==> src/rtl/defl_pkg.sv <==
package defl_pkg;
  localparam int NP = 4;
  localparam int IW = $clog2(NP);
  localparam int P_N = 0;
  localparam int P_E = 1;
  localparam int P_S = 2;
  localparam int P_W = 3;
  typedef logic [IW-1:0] port_idx_t;
endpackage

==> src/rtl/defl_route_calc.sv <==
module defl_route_calc
  import defl_pkg::*;
#(
  parameter int XW   = 4,
  parameter int YW   = 4,
  parameter int MY_X = 5,
  parameter int MY_Y = 5
) (
  input  logic [XW-1:0] dst_x,
  input  logic [YW-1:0] dst_y,
  output logic [NP-1:0] pref_a,
  output logic [NP-1:0] pref_b
);
  localparam logic [XW-1:0] OWN_X = MY_X[XW-1:0];
  localparam logic [YW-1:0] OWN_Y = MY_Y[YW-1:0];

  logic [NP-1:0] xdir, ydir;

  always_comb begin
    xdir = '0;
    ydir = '0;
    if (dst_x > OWN_X)      xdir[P_E] = 1'b1;
    else if (dst_x < OWN_X) xdir[P_W] = 1'b1;
    if (dst_y > OWN_Y)      ydir[P_N] = 1'b1;
    else if (dst_y < OWN_Y) ydir[P_S] = 1'b1;
    // column first, then row
    pref_a = (|xdir) ? xdir : ydir;
    pref_b = (|xdir) ? ydir : '0;
  end
endmodule

==> src/rtl/defl_age_rank.sv <==
module defl_age_rank
  import defl_pkg::*;
#(
  parameter int AW = 4
) (
  input  logic [NP-1:0]         vld,
  input  logic [NP*AW-1:0]      age,
  output logic [NP-1:0][IW-1:0] rank
);
  // key: valid packets before invalid ones, then older first
  logic [NP-1:0][AW:0] key;

  always_comb begin
    for (int i = 0; i < NP; i++) key[i] = {vld[i], age[i*AW +: AW]};
  end

  always_comb begin
    for (int i = 0; i < NP; i++) begin
      logic [IW-1:0] cnt;
      cnt = '0;
      for (int j = 0; j < NP; j++) begin
        if (j != i) begin
          if ((key[j] > key[i]) || ((key[j] == key[i]) && (j < i)))
            cnt = cnt + 1'b1;
        end
      end
      rank[i] = cnt;
    end
  end
endmodule

==> src/rtl/defl_port_alloc.sv <==
module defl_port_alloc
  import defl_pkg::*;
(
  input  logic [NP-1:0]         vld,
  input  logic [NP-1:0][IW-1:0] rank,
  input  logic [NP-1:0][NP-1:0] pref_a,
  input  logic [NP-1:0][NP-1:0] pref_b,
  output logic [NP-1:0]         grant_vld,
  output logic [NP-1:0][IW-1:0] grant_src
);
  logic [NP-1:0] free;
  logic [NP-1:0] cand_a, cand_b, pick;

  always_comb begin
    free      = '1;
    grant_vld = '0;
    grant_src = '0;
    cand_a    = '0;
    cand_b    = '0;
    pick      = '0;
    for (int k = 0; k < NP; k++) begin
      for (int i = 0; i < NP; i++) begin
        if (vld[i] && (rank[i] == IW'(k))) begin
          cand_a = pref_a[i] & free;
          cand_b = pref_b[i] & free;
          if (|cand_a)      pick = cand_a;
          else if (|cand_b) pick = cand_b;
          else              pick = free & (~free + 1'b1);
          for (int p = 0; p < NP; p++) begin
            if (pick[p]) begin
              grant_vld[p] = 1'b1;
              grant_src[p] = IW'(i);
            end
          end
          free = free & ~pick;
        end
      end
    end
  end
endmodule

==> src/rtl/defl_router.sv <==
module defl_router
  import defl_pkg::*;
#(
  parameter int PKT_W = 128,
  parameter int XW    = 4,
  parameter int YW    = 4,
  parameter int AW    = 4,
  parameter int MY_X  = 5,
  parameter int MY_Y  = 5
) (
  input  logic                clk,
  input  logic                rst_n,
  input  logic [NP-1:0]       in_valid,
  input  logic [NP*PKT_W-1:0] in_pkt,
  output logic [NP-1:0]       out_valid,
  output logic [NP*PKT_W-1:0] out_pkt
);
  localparam int DX_LO  = 0;
  localparam int DY_LO  = XW;
  localparam int AGE_LO = XW + YW;
  localparam logic [AW-1:0] AGE_MAX = '1;

  logic [NP-1:0][PKT_W-1:0] fwd_pkt;
  logic [NP*AW-1:0]         age_bus;
  logic [NP-1:0][NP-1:0]    pref_a, pref_b;
  logic [NP-1:0][IW-1:0]    rank;
  logic [NP-1:0]            grant_vld;
  logic [NP-1:0][IW-1:0]    grant_src;
  logic [NP-1:0]            nxt_vld;
  logic [NP-1:0][PKT_W-1:0] nxt_pkt;
  logic [NP-1:0]            vld_q;
  logic [NP-1:0][PKT_W-1:0] pkt_q;

  for (genvar i = 0; i < NP; i++) begin : g_in
    logic [PKT_W-1:0] pkt;
    logic [AW-1:0]    age;
    logic [AW-1:0]    age_up;

    assign pkt = in_pkt[i*PKT_W +: PKT_W];
    assign age = pkt[AGE_LO +: AW];
    assign age_bus[i*AW +: AW] = age;

    defl_route_calc #(
      .XW(XW), .YW(YW), .MY_X(MY_X), .MY_Y(MY_Y)
    ) u_route (
      .dst_x (pkt[DX_LO +: XW]),
      .dst_y (pkt[DY_LO +: YW]),
      .pref_a(pref_a[i]),
      .pref_b(pref_b[i])
    );

    always_comb begin
      age_up = (age == AGE_MAX) ? AGE_MAX : age + 1'b1;
      fwd_pkt[i] = pkt;
      fwd_pkt[i][AGE_LO +: AW] = age_up;
    end
  end

  defl_age_rank #(.AW(AW)) u_rank (
    .vld (in_valid),
    .age (age_bus),
    .rank(rank)
  );

  defl_port_alloc u_alloc (
    .vld      (in_valid),
    .rank     (rank),
    .pref_a   (pref_a),
    .pref_b   (pref_b),
    .grant_vld(grant_vld),
    .grant_src(grant_src)
  );

  // next-state
  always_comb begin
    for (int p = 0; p < NP; p++) begin
      nxt_vld[p] = grant_vld[p];
      nxt_pkt[p] = fwd_pkt[grant_src[p]];
    end
  end

  // registers
  always_ff @(posedge clk or negedge rst_n) begin
    if (!rst_n) vld_q <= '0;
    else        vld_q <= nxt_vld;
  end

  for (genvar p = 0; p < NP; p++) begin : g_out
    always_ff @(posedge clk) begin
      if (nxt_vld[p]) pkt_q[p] <= nxt_pkt[p];
    end
    assign out_pkt[p*PKT_W +: PKT_W] = pkt_q[p];
  end

  assign out_valid = vld_q;
endmodule

==> config.mk <==
export PLATFORM = sky130hd
export DESIGN_NAME = defl_router
export DESIGN_NICKNAME = d
export VERILOG_FILES = /design/src/rtl/defl_pkg.sv /design/src/rtl/defl_route_calc.sv /design/src/rtl/defl_age_rank.sv /design/src/rtl/defl_port_alloc.sv /design/src/rtl/defl_router.sv
export SDC_FILE = /design/constraint.sdc
export NUM_CORES = 1
export LEC_CHECK = 0
export ABC_AREA = 1
export ABC_CLOCK_PERIOD_IN_PS = 800
export CAP_MARGIN = 20
export CELL_PAD_IN_SITES_DETAIL_PLACEMENT = 1
export CELL_PAD_IN_SITES_GLOBAL_PLACEMENT = 1
export CORE_AREA = 8 8 395 397
export CTS_BUF_LIST = sky130_fd_sc_hd__clkbuf_16
export CTS_CLUSTER_DIAMETER = 100
export DETAILED_ROUTE_END_ITERATION = 6
export DIE_AREA = 0 0 403 405
export DONT_BUFFER_PORTS = 1
export PLACE_DENSITY = 0.45
export REMOVE_ABC_BUFFERS = 1
export SLEW_MARGIN = 20
export SYNTH_ARGS = -nofsm -noshare
export SYNTH_HDL_FRONTEND = slang
export SYNTH_HIERARCHICAL = 1
export SYNTH_SLANG_ARGS = --single-unit
==> constraint.sdc <==
create_clock -name clk -period 0.8 [get_ports clk]
set_clock_uncertainty 0.05 [all_clocks]
set_input_delay 0.04 -clock clk [delete_from_list [all_inputs] [get_ports clk]]
set_output_delay 0.04 -clock clk [all_outputs]
set_load 0.02 [all_outputs]
==> impl_metrics.yaml, run 1 <==
synth:
  synth-async-reset-ratio_pct: 0.775
  synthCells: 4528
  synth_flop_cell: "edfxtp_1"
  ys_types: 38
  ys_seq_area_share_pct: 45.0
  syn-cell-area_um2: 34400
  synth-seq-cells: 516
  synth_edf_count: 512
  synth_area_per_cell_um2: 7.60
  ys_warn_count: 6
placement:
  routabilityCongestion: 0.930
  place_inst: 6906
  port_buffers: 0
  dpl-instance-area_um2: 43600
  dp.final_hpwl_um: 182000
setup_path:
  cpMostUsedCell: "buf_4"
  critPathCaptureType: "register"
  critPathLaunchType: "input port"
  critPathKind: "in2reg"
  slowest_stage: "o22ai_1"
  crit_arrival_ns: 12.74
  slowest_delay_ns: 0.32
  crit_path_max_fanout: 16
  required_ns: 1.22
clocking:
  cts_tree: "done"
  numCtsBuffers: 73
  clockRootBuffer: "clkbuf_16"
  clkTransAtPathRegs_ns: 0.06
  cts_buffer_depth: 3
  cts_htree_levels: 3
  cts.sinks: 516
die:
  dieHeight_um: 405
  start_util_pct: 23.0
  ios: 1034
  dieWidth_um: 403
  rows: 142
  die_area_um2: 163000
  coreArea_um2: 149000
final_layout:
  design_area_um2: 56600
  drive_above_1_share_pct: 28.2
  areaGrowthSynthToFinish_pct: 64.7
  final_nets: 6340
  final_cells: 7817
  nFillCells: 17233
run_status:
  status: "finished with violations"
  violations: "DRC, hold timing, setup timing"
sta:
  finalSetupViolCount: 1544
  tns_ns: -11860.50
  slew_headroom_pct: 62.7
  hold_viol: 6
  period_needed_ns: 12.32
  period_share_pct: 1540
  setup_ws_ns: -11.52
  hold_ws_ns: -0.0358
  maxClockFrequency_ghz: 0.0811
  maxSlewViolCount: 0
  rsz0062_at_grt: "yes"
  worst_pin_slew_ns: 0.561
hold_path:
  hp-start: "in_pkt[393]"
  min_path_cells: 6
  hp-class: "in2reg"
  hold_end: "out_pkt[139]$_DFFE_PP_"
routing:
  vias: 43396
  ant_nets: 0
  viasPerCell: 5.55
  drc: 2
  post_drt_wl_per_cell_um: 33.0
  routed_wl_um: 258000
  first_pass_iters: 7
  drt_iter0_drc: 3967
grt:
  grtUsageTotal_pct: 28.7
  antenna_found_initial: 45
  grt_pass1_wl_um: 342000
  grt_max_degree: 45
  overflow: 0
  grt_pass1_vias: 42262
pwr:
  pwr_density_cell_nw_per_um2: 5280
  static-leakage-power_nw: 22.5
  ir_worst_vdd_v: 0.00237
job:
  drv_cap: 0
## worst max path at each step
stage	startpoint	to	slack (ns)	cells past startpoint
CTS	in_pkt[267]	out_pkt[58]$_DFFE_PP_	-11.13	115
floorplan	in_pkt[266]	out_pkt[384]$_DFFE_PP_	-19.04	137
detailed placement	in_valid[2]	out_pkt[249]$_DFFE_PP_	-13.71	123
finish	in_pkt[10]	out_pkt[341]$_DFFE_PP_	-11.52	118
global route	in_pkt[10]	out_pkt[325]$_DFFE_PP_	-12.27	140
global placement	in_pkt[266]	out_pkt[249]$_DFFE_PP_	-13.61	119
## synthesized netlist by cell type, types with 13 or more instances
cell / count / area share, %
a21oi_1: 23 / 0.33
buf_2: 80 / 1.2
buf_4: 14 / 0.31
clkbuf_1: 233 / 2.5
edfxtp_1: 512 / 45
ha_1: 42 / 1.5
inv_1: 122 / 1.3
inv_2: 31 / 0.34
nand2_1: 530 / 5.8
nand2_2: 44 / 0.80
nand3_1: 103 / 1.5
nand4_1: 28 / 0.51
nor2_1: 1103 / 12
nor2_2: 19 / 0.35
nor2_4: 14 / 0.46
nor3_1: 14 / 0.20
nor4_1: 13 / 0.24
o21ai_0: 1004 / 15
o21ai_1: 30 / 0.44
o22ai_1: 496 / 9.0
## sequential cells by signal, indices dropped and copies added, names as in the netlist
signal,flops
out_valid,4
out_pkt,512
## area by class of cell
class	instances	area, µm²	area share, %
tap	1944	2430	4.29
clock inverter	58	542	0.957
clock buffer	74	1850	3.27
timing repair inverter	2	27.5	0.0486
timing repair buffer	1515	16600	29.3
sequential	516	15500	27.3
multi-input combinational	3518	18900	33.4
antenna	36	90.1	0.159
inverter	154	702	1.24
## repair_timing
action | 4_1_cts | 5_1_grt
pin swaps | 114 | 184
setup buffers | 125 | 79
hold buffers | 509 | 4
endpoints found under the setup margin | 1544 | 1544
resized for setup | 276 | 506
hold endpoints to repair | 516 | 10
gates cloned | 15 | 34
## metrics by stage
step           worst slack (ns)  power, mW  util [%]
2_1_floorplan            -19.04       74.5         -
3_3_place_gp             -13.61        226      29.2
3_5_place_dp             -13.71        228      29.2
4_1_cts                  -11.13        279      35.9
5_1_grt                  -12.27        310      37.9
6_report                 -11.52        299      37.9
## worst max-delay path, delay by kind of cell
family | cells | cell delay (ns)
buffers and inverters | 57 | 6.73
AND/OR/NAND/NOR | 52 | 4.57
AO/OA/AOI/OAI | 7 | 0.81
adder cells (fa/ha/maj) | 2 | 0.53
## where the power goes
part / switching, mW / internal, mW / leakage [nW]
Clock: 14.4 / 19.0 / 1.19
Combinational: 106 / 75.0 / 16.3
Sequential: 28.3 / 56.4 / 5.01
## logic make-up after synthesis
logic type	after synthesis	share of synthesized area, %
adders and majority gates	42	1.53
other	4	0.0436
and+or+nand+nor	1889	22.4
buffers and inverters	498	6.04
xor gates and xnor gates	3	0.0764
DFF	516	45.0
AOI/OAI and AO/OA	1576	24.9
## cell usage in the layout, fill, tap and decap left out, drive strengths merged, types with 7 or more instances in the layout
| master | instances |
|---|---|
| nand3 | 109 |
| o211ai | 8 |
| o22ai | 496 |
| ha | 42 |
| inv | 168 |
| o21ai | 1034 |
| nand4 | 28 |
| dlygate4sd3 | 513 |
| nand3b | 7 |
| conb | 8 |
| nor3 | 15 |
| diode | 36 |
| a21oi | 23 |
| edfxtp | 512 |
| nand2 | 575 |
| buf | 965 |
| clkbuf | 106 |
| nor2 | 1136 |
| a21boi | 12 |
| nor4 | 13 |
| clkinv | 35 |
## routing by layer
layer / vias to the layer above / wire length, µm / track usage [%]
li1: 18699 / - / -
met1: 21925 / 103000 / 35.4
met2: 2203 / 122000 / 48.2
met3: 551 / 19500 / 6.44
met4: 18 / 13600 / 12.4
met5: - / 115 / 0
(Power assumes the default switching activity.)
==> inputs of run 2 (changes only) <==
--- a/config.mk
+++ b/config.mk
@@ -6,7 +6,7 @@
 export NUM_CORES = 1
 export LEC_CHECK = 0
 export ABC_AREA = 1
-export ABC_CLOCK_PERIOD_IN_PS = 800
+export ABC_CLOCK_PERIOD_IN_PS = 15000
 export CAP_MARGIN = 20
 export CELL_PAD_IN_SITES_DETAIL_PLACEMENT = 1
 export CELL_PAD_IN_SITES_GLOBAL_PLACEMENT = 1
==> constraint.sdc (replaced) <==
create_clock -name clk -period 15 [get_ports clk]
set_clock_uncertainty 0.05 [all_clocks]
set_input_delay 0.75 -clock clk [delete_from_list [all_inputs] [get_ports clk]]
set_output_delay 0.75 -clock clk [all_outputs]
set_load 0.02 [all_outputs]
==> run 2 against run 1 <==
Against the previous run: the run now ends clean; count of clock-buffer cells in the layout did not move; global-route usage shrank 1.8 points; non-clock buffer count shrank 959; total power shrank 95%; critical path depth is 20 higher; via count is 12% lower; wire length shrank 7.5%; sequential share of layout area rose by 7.5 points; flip-flop and latch count is the same; combinational power fell by 96%; cell count is 13% lower; die area is the same; critical endpoint is now out_pkt[44]$_DFFE_PP_; highest routed layer unchanged.
==> impl_metrics.yaml, run 2 (synthesis results as in run 1) <==
final_layout:
  final_nets: 5379
  areaGrowthSynthToFinish_pct: 29.3
  largest_reg_flops: 512
  mostFrequentLayoutCells: "1,099 x nor2_1, 991 x o21ai_0, 512 x edfxtp_1, 487 x o22ai_1, 483 x nand2_1"
  design_area_um2: 44500
  drive_above_1_share_pct: 17.8
  nFillCells: 17578
  fin_util_pct: 29.8
  final_common_cell: "nor2_1"
setup_path:
  critPathCaptureType: "register"
  crit_arrival_ns: 14.13
  critPathKind: "in2reg"
  slowest_delay_ns: 0.29
  critPathLaunchType: "input port"
  crit_path_max_fanout: 6
  required_ns: 15.40
  cpMostUsedCell: "nand2_1"
  slowest_stage: "o22ai_1"
sta:
  maxSlewViolCount: 0
  slew_headroom_pct: 35.7
  period_share_pct: 91.5
  worst_pin_slew_ns: 0.954
  finalSetupViolCount: 0
  hold_viol: 0
  period_needed_ns: 13.73
  maxClockFrequency_ghz: 0.0728
clocking:
  cts_buffer_depth: 3
  clkTransAtPathRegs_ns: 0.06
  cts_htree_levels: 3
  cts.sinks: 516
  cts_tree: "done"
  numCtsBuffers: 73
  clockRootBuffer: "clkbuf_16"
routing:
  wl_met1_um: 92800
  vias: 38149
  drt_iter0_drc: 3103
  routed.top_layer: "met5"
  dr_wl_met2_um: 114000
  viasPerCell: 5.59
  routed_wl_um: 239000
  post_drt_wl_per_cell_um: 35.0
  routed-wl-met3_um: 20300
  ant_nets: 0
  drc: 0
  first_pass_iters: 5
grt:
  overflow: 0
  grt_pass1_vias: 37036
  grtUsageTotal_pct: 26.9
  grt_max_degree: 57
  grt_pass1_wl_um: 316000
  antenna_found_initial: 12
placement:
  routabilityCongestion: 0.922
  port_buffers: 0
  dp.final_hpwl_um: 182000
  dpl-instance-area_um2: 41000
hold_path:
  hp-class: "in2reg"
die:
  die_area_um2: 163000
  dieHeight_um: 405
  start_util_pct: 23.0
  rows: 142
  coreArea_um2: 149000
  dieWidth_um: 403
  ios: 1034
pwr:
  finalPower_mw: 13.9
  ir_worst_vdd_v: 0.000118
  static-leakage-power_nw: 17.0
  pwr_density_cell_nw_per_um2: 313
run_status:
  status: "completed"
job:
  drv_cap: 0
==> run 2: timing repair <==
action / 4_1_cts / 5_1_grt
hold buffers: 1 / 0
endpoints found under the setup margin: 0 / 1028
resized for setup: 0 / 135
endpoints found under the hold margin: 4 / 0
setup buffers: 0 / 30
==> run 2: critical path: cells and delay by family <==
kind                     cells  cell delay (ns)
AO/OA/AOI/OAI                9             1.06
adder cells (fa/ha/maj)      2             0.47
AND/OR/NAND/NOR            107            10.00
buffers and inverters       20             1.78
==> run 2: path summary, 6_finish.rpt <==
path | start | end | cells past startpoint
worst max-delay path | in_valid[2] | out_pkt[44]$_DFFE_PP_ | 138
worst min-delay path | in_pkt[108] | out_pkt[108]$_DFFE_PP_ | 2
max in group asynchronous | rst_n | out_valid[1]$_DFF_PN0_ | 1
min in group asynchronous | rst_n | out_valid[0]$_DFF_PN0_ | 1
==> run 2: final cells by class <==
type / instances / area, µm² / share of cell area [%]
Inverter: 154 / 628 / 1.41
Clock inverter: 55 / 548 / 1.23
Timing Repair Buffer: 556 / 6160 / 13.9
Clock buffer: 74 / 1850 / 4.16
Tap cell: 1944 / 2430 / 5.47
Sequential cell: 516 / 15500 / 34.8
Multi-Input combinational cell: 3518 / 17400 / 39.0
Antenna cell: 3 / 7.51 / 0.0169
==> run 2: power breakdown <==
group	leakage (nW)	total (mW)	internal, mW	switching [mW]
Clock	1.21	1.80	1.04	0.756
Combinational	10.8	7.33	2.72	4.61
Sequential	5.01	4.77	3.01	1.76
Total	17.0	13.9	6.78	7.12
==> run 2: metrics by stage <==
step / worst slack [ns] / setup TNS, ns / cells / hold slack (ns)
after floorplan: -5.55 / -2109.64 / 4188 / 0.404
after global placement: -0.515 / -214.98 / 6646 / 0.405
after detailed placement: -0.272 / -46.60 / 6646 / 0.404
after CTS: 0.404 / 0 / 6776 / 0.192
after global routing: -0.0880 / -2.40 / 6818 / 0.219
final: 1.27 / 0 / 6820 / 0.262
==> run 2: layer usage <==
layer,vias up,global-route usage [%]
li1,16660,-
met1,19399,31.2
met2,1698,46.0
met3,388,8.37
met4,4,11.5
met5,-,0
==> inputs of run 3 (changes only) <==
--- a/config.mk
+++ b/config.mk
@@ -10,14 +10,13 @@
 export CAP_MARGIN = 20
 export CELL_PAD_IN_SITES_DETAIL_PLACEMENT = 1
 export CELL_PAD_IN_SITES_GLOBAL_PLACEMENT = 1
-export CORE_AREA = 8 8 395 397
+export CORE_AREA = 5 5 404 406
 export CTS_BUF_LIST = sky130_fd_sc_hd__clkbuf_16
 export CTS_CLUSTER_DIAMETER = 100
 export DETAILED_ROUTE_END_ITERATION = 6
-export DIE_AREA = 0 0 403 405
+export DIE_AREA = 0 0 409 411
 export DONT_BUFFER_PORTS = 1
-export PLACE_DENSITY = 0.45
-export REMOVE_ABC_BUFFERS = 1
+export PLACE_DENSITY = 0.43
 export SLEW_MARGIN = 20
 export SYNTH_ARGS = -nofsm -noshare
 export SYNTH_HDL_FRONTEND = slang
==> run 3 against run 2 <==
Against the previous run: largest cell class unchanged; count of clock-buffer cells in the layout increased by 2; critical path depth increased by 1; non-clock buffer count decreased by 54.
==> impl_metrics.yaml, run 3 (synthesis results as in run 1) <==
routing:
  vias: 37697
  routed_wl_um: 234000
  post_drt_wl_per_cell_um: 33.7
  viasPerCell: 5.44
  ant_nets: 0
  drt_iter0_drc: 3285
  drc: 0
  first_pass_iters: 5
sta:
  period_share_pct: 91.9
  period_needed_ns: 13.79
  worst_pin_slew_ns: 1.03
  hold_viol: 0
  finalSetupViolCount: 0
  tns_ns: 0
  maxClockFrequency_ghz: 0.0725
  slew_headroom_pct: 30.5
  maxSlewViolCount: 0
setup_path:
  critPathCaptureType: "register"
  critPathTopFamily: "simple AND/OR/NAND/NOR gates"
  required_ns: 15.43
  critPathLaunchType: "input port"
  crit_path_max_fanout: 17
  cpMostUsedCell: "nand2_1"
  slowest_delay_ns: 0.32
  critPathKind: "in2reg"
  path_buf_inv: 18
  slowest_stage: "o22ai_1"
  crit_arrival_ns: 14.22
pwr:
  static-leakage-power_nw: 16.9
  ir_worst_vdd_v: 0.000160
  combPwrFrac_pct: 52.4
  clockPowerShare_pct: 12.9
  swShare_pct: 51.3
  pwr_density_cell_nw_per_um2: 307
  seqPwrFrac_pct: 34.7
  p_sw_mw: 7.01
  finalPower_mw: 13.7
  p_int_mw: 6.65
die:
  die_area_um2: 168000
  ios: 1034
  coreArea_um2: 159000
  dieWidth_um: 409
  rows: 147
  start_util_pct: 21.6
  dieHeight_um: 411
placement:
  routabilityCongestion: 0.933
  place_inst: 6726
  dpl-instance-area_um2: 40900
  dp.final_hpwl_um: 177000
  port_buffers: 0
final_layout:
  design_area_um2: 44500
  drive_above_1_share_pct: 16.7
  final_nets: 5330
  largest_reg_flops: 512
  final_cells: 6929
  final_common_cell: "nor2_1"
  areaGrowthSynthToFinish_pct: 29.4
  mostFrequentLayoutCells: "1,100 x nor2_1, 989 x o21ai_0, 512 x edfxtp_1, 492 x o22ai_1, 477 x nand2_1"
clocking:
  clockRootBuffer: "clkbuf_16"
  clkTransAtPathRegs_ns: 0.06
  cts_buffer_depth: 3
  numCtsBuffers: 75
  cts_tree: "done"
  cts.sinks: 516
  cts_htree_levels: 3
grt:
  antenna_found_initial: 13
  grt_max_degree: 56
  grtUsageTotal_pct: 25.8
  grt_pass1_vias: 36568
  grt_pass1_wl_um: 312000
  overflow: 0
run_status:
  status: "completed"
job:
  drv_cap: 0
hold_path:
  hp-class: "in2reg"
[run 3: path summary, 6_finish.rpt]
kind / from / end / slack (ns) / depth (start not counted)
min in group asynchronous: rst_n / out_valid[2]$_DFF_PN0_ / 0.29 / 1
min: in_pkt[23] / out_pkt[407]$_DFFE_PP_ / 0.26 / 2
max: in_pkt[266] / out_pkt[445]$_DFFE_PP_ / 1.21 / 139
max in group asynchronous: rst_n / out_valid[0]$_DFF_PN0_ / 14.41 / 1
[run 3: through the flow]
stage          hold slack (ns)  utilization [%]  setup WS (ns)
3_5_place_dp             0.405             25.6         -0.171
4_1_cts                  0.202             27.1          0.506
5_1_grt                  0.222             27.9        -0.0525
2_1_floorplan            0.404                -          0.645
3_3_place_gp             0.405             25.6         -0.300
6_report                 0.255             27.9           1.21
[run 3: area by class of cell]
class / instances / area [µm²]
multi-input cells: 3518 / 17400
repair buffers: 502 / 5970
diodes: 16 / 40.0
repair inverters: 3 / 31.3
flip-flops and latches: 516 / 15500
clock inverters: 58 / 438
inverters: 154 / 672
clock buffers: 76 / 1900
well taps: 2086 / 2610
fillers: 18692 / 115000
[run 3: timing repair]
action,in CTS,in global routing
hold buffers,1,0
endpoints found under the hold margin,4,0
setup buffers,0,39
setup endpoints to repair,0,1028
resized for setup,0,155
[run 3: power by group through the flow]
stage               Sequential (mW)  Clock (mW)  Combinational, mW
floorplan                      4.29           0               3.29
global placement               4.79           0               6.67
detailed placement             4.78           0               6.77
CTS                            4.76        1.80               6.79
global route                   4.74        1.86               7.68
finish                         4.74        1.76               7.16
[run 3: metal layers]
metal / track usage (%) / wire (µm) / share of wire, %
met4: 9.64 / 10100 / 4.3
met3: 6.82 / 17200 / 7.4
met2: 43.8 / 111000 / 47
met1: 31.3 / 95500 / 41
met5: 0 / 0 / 0
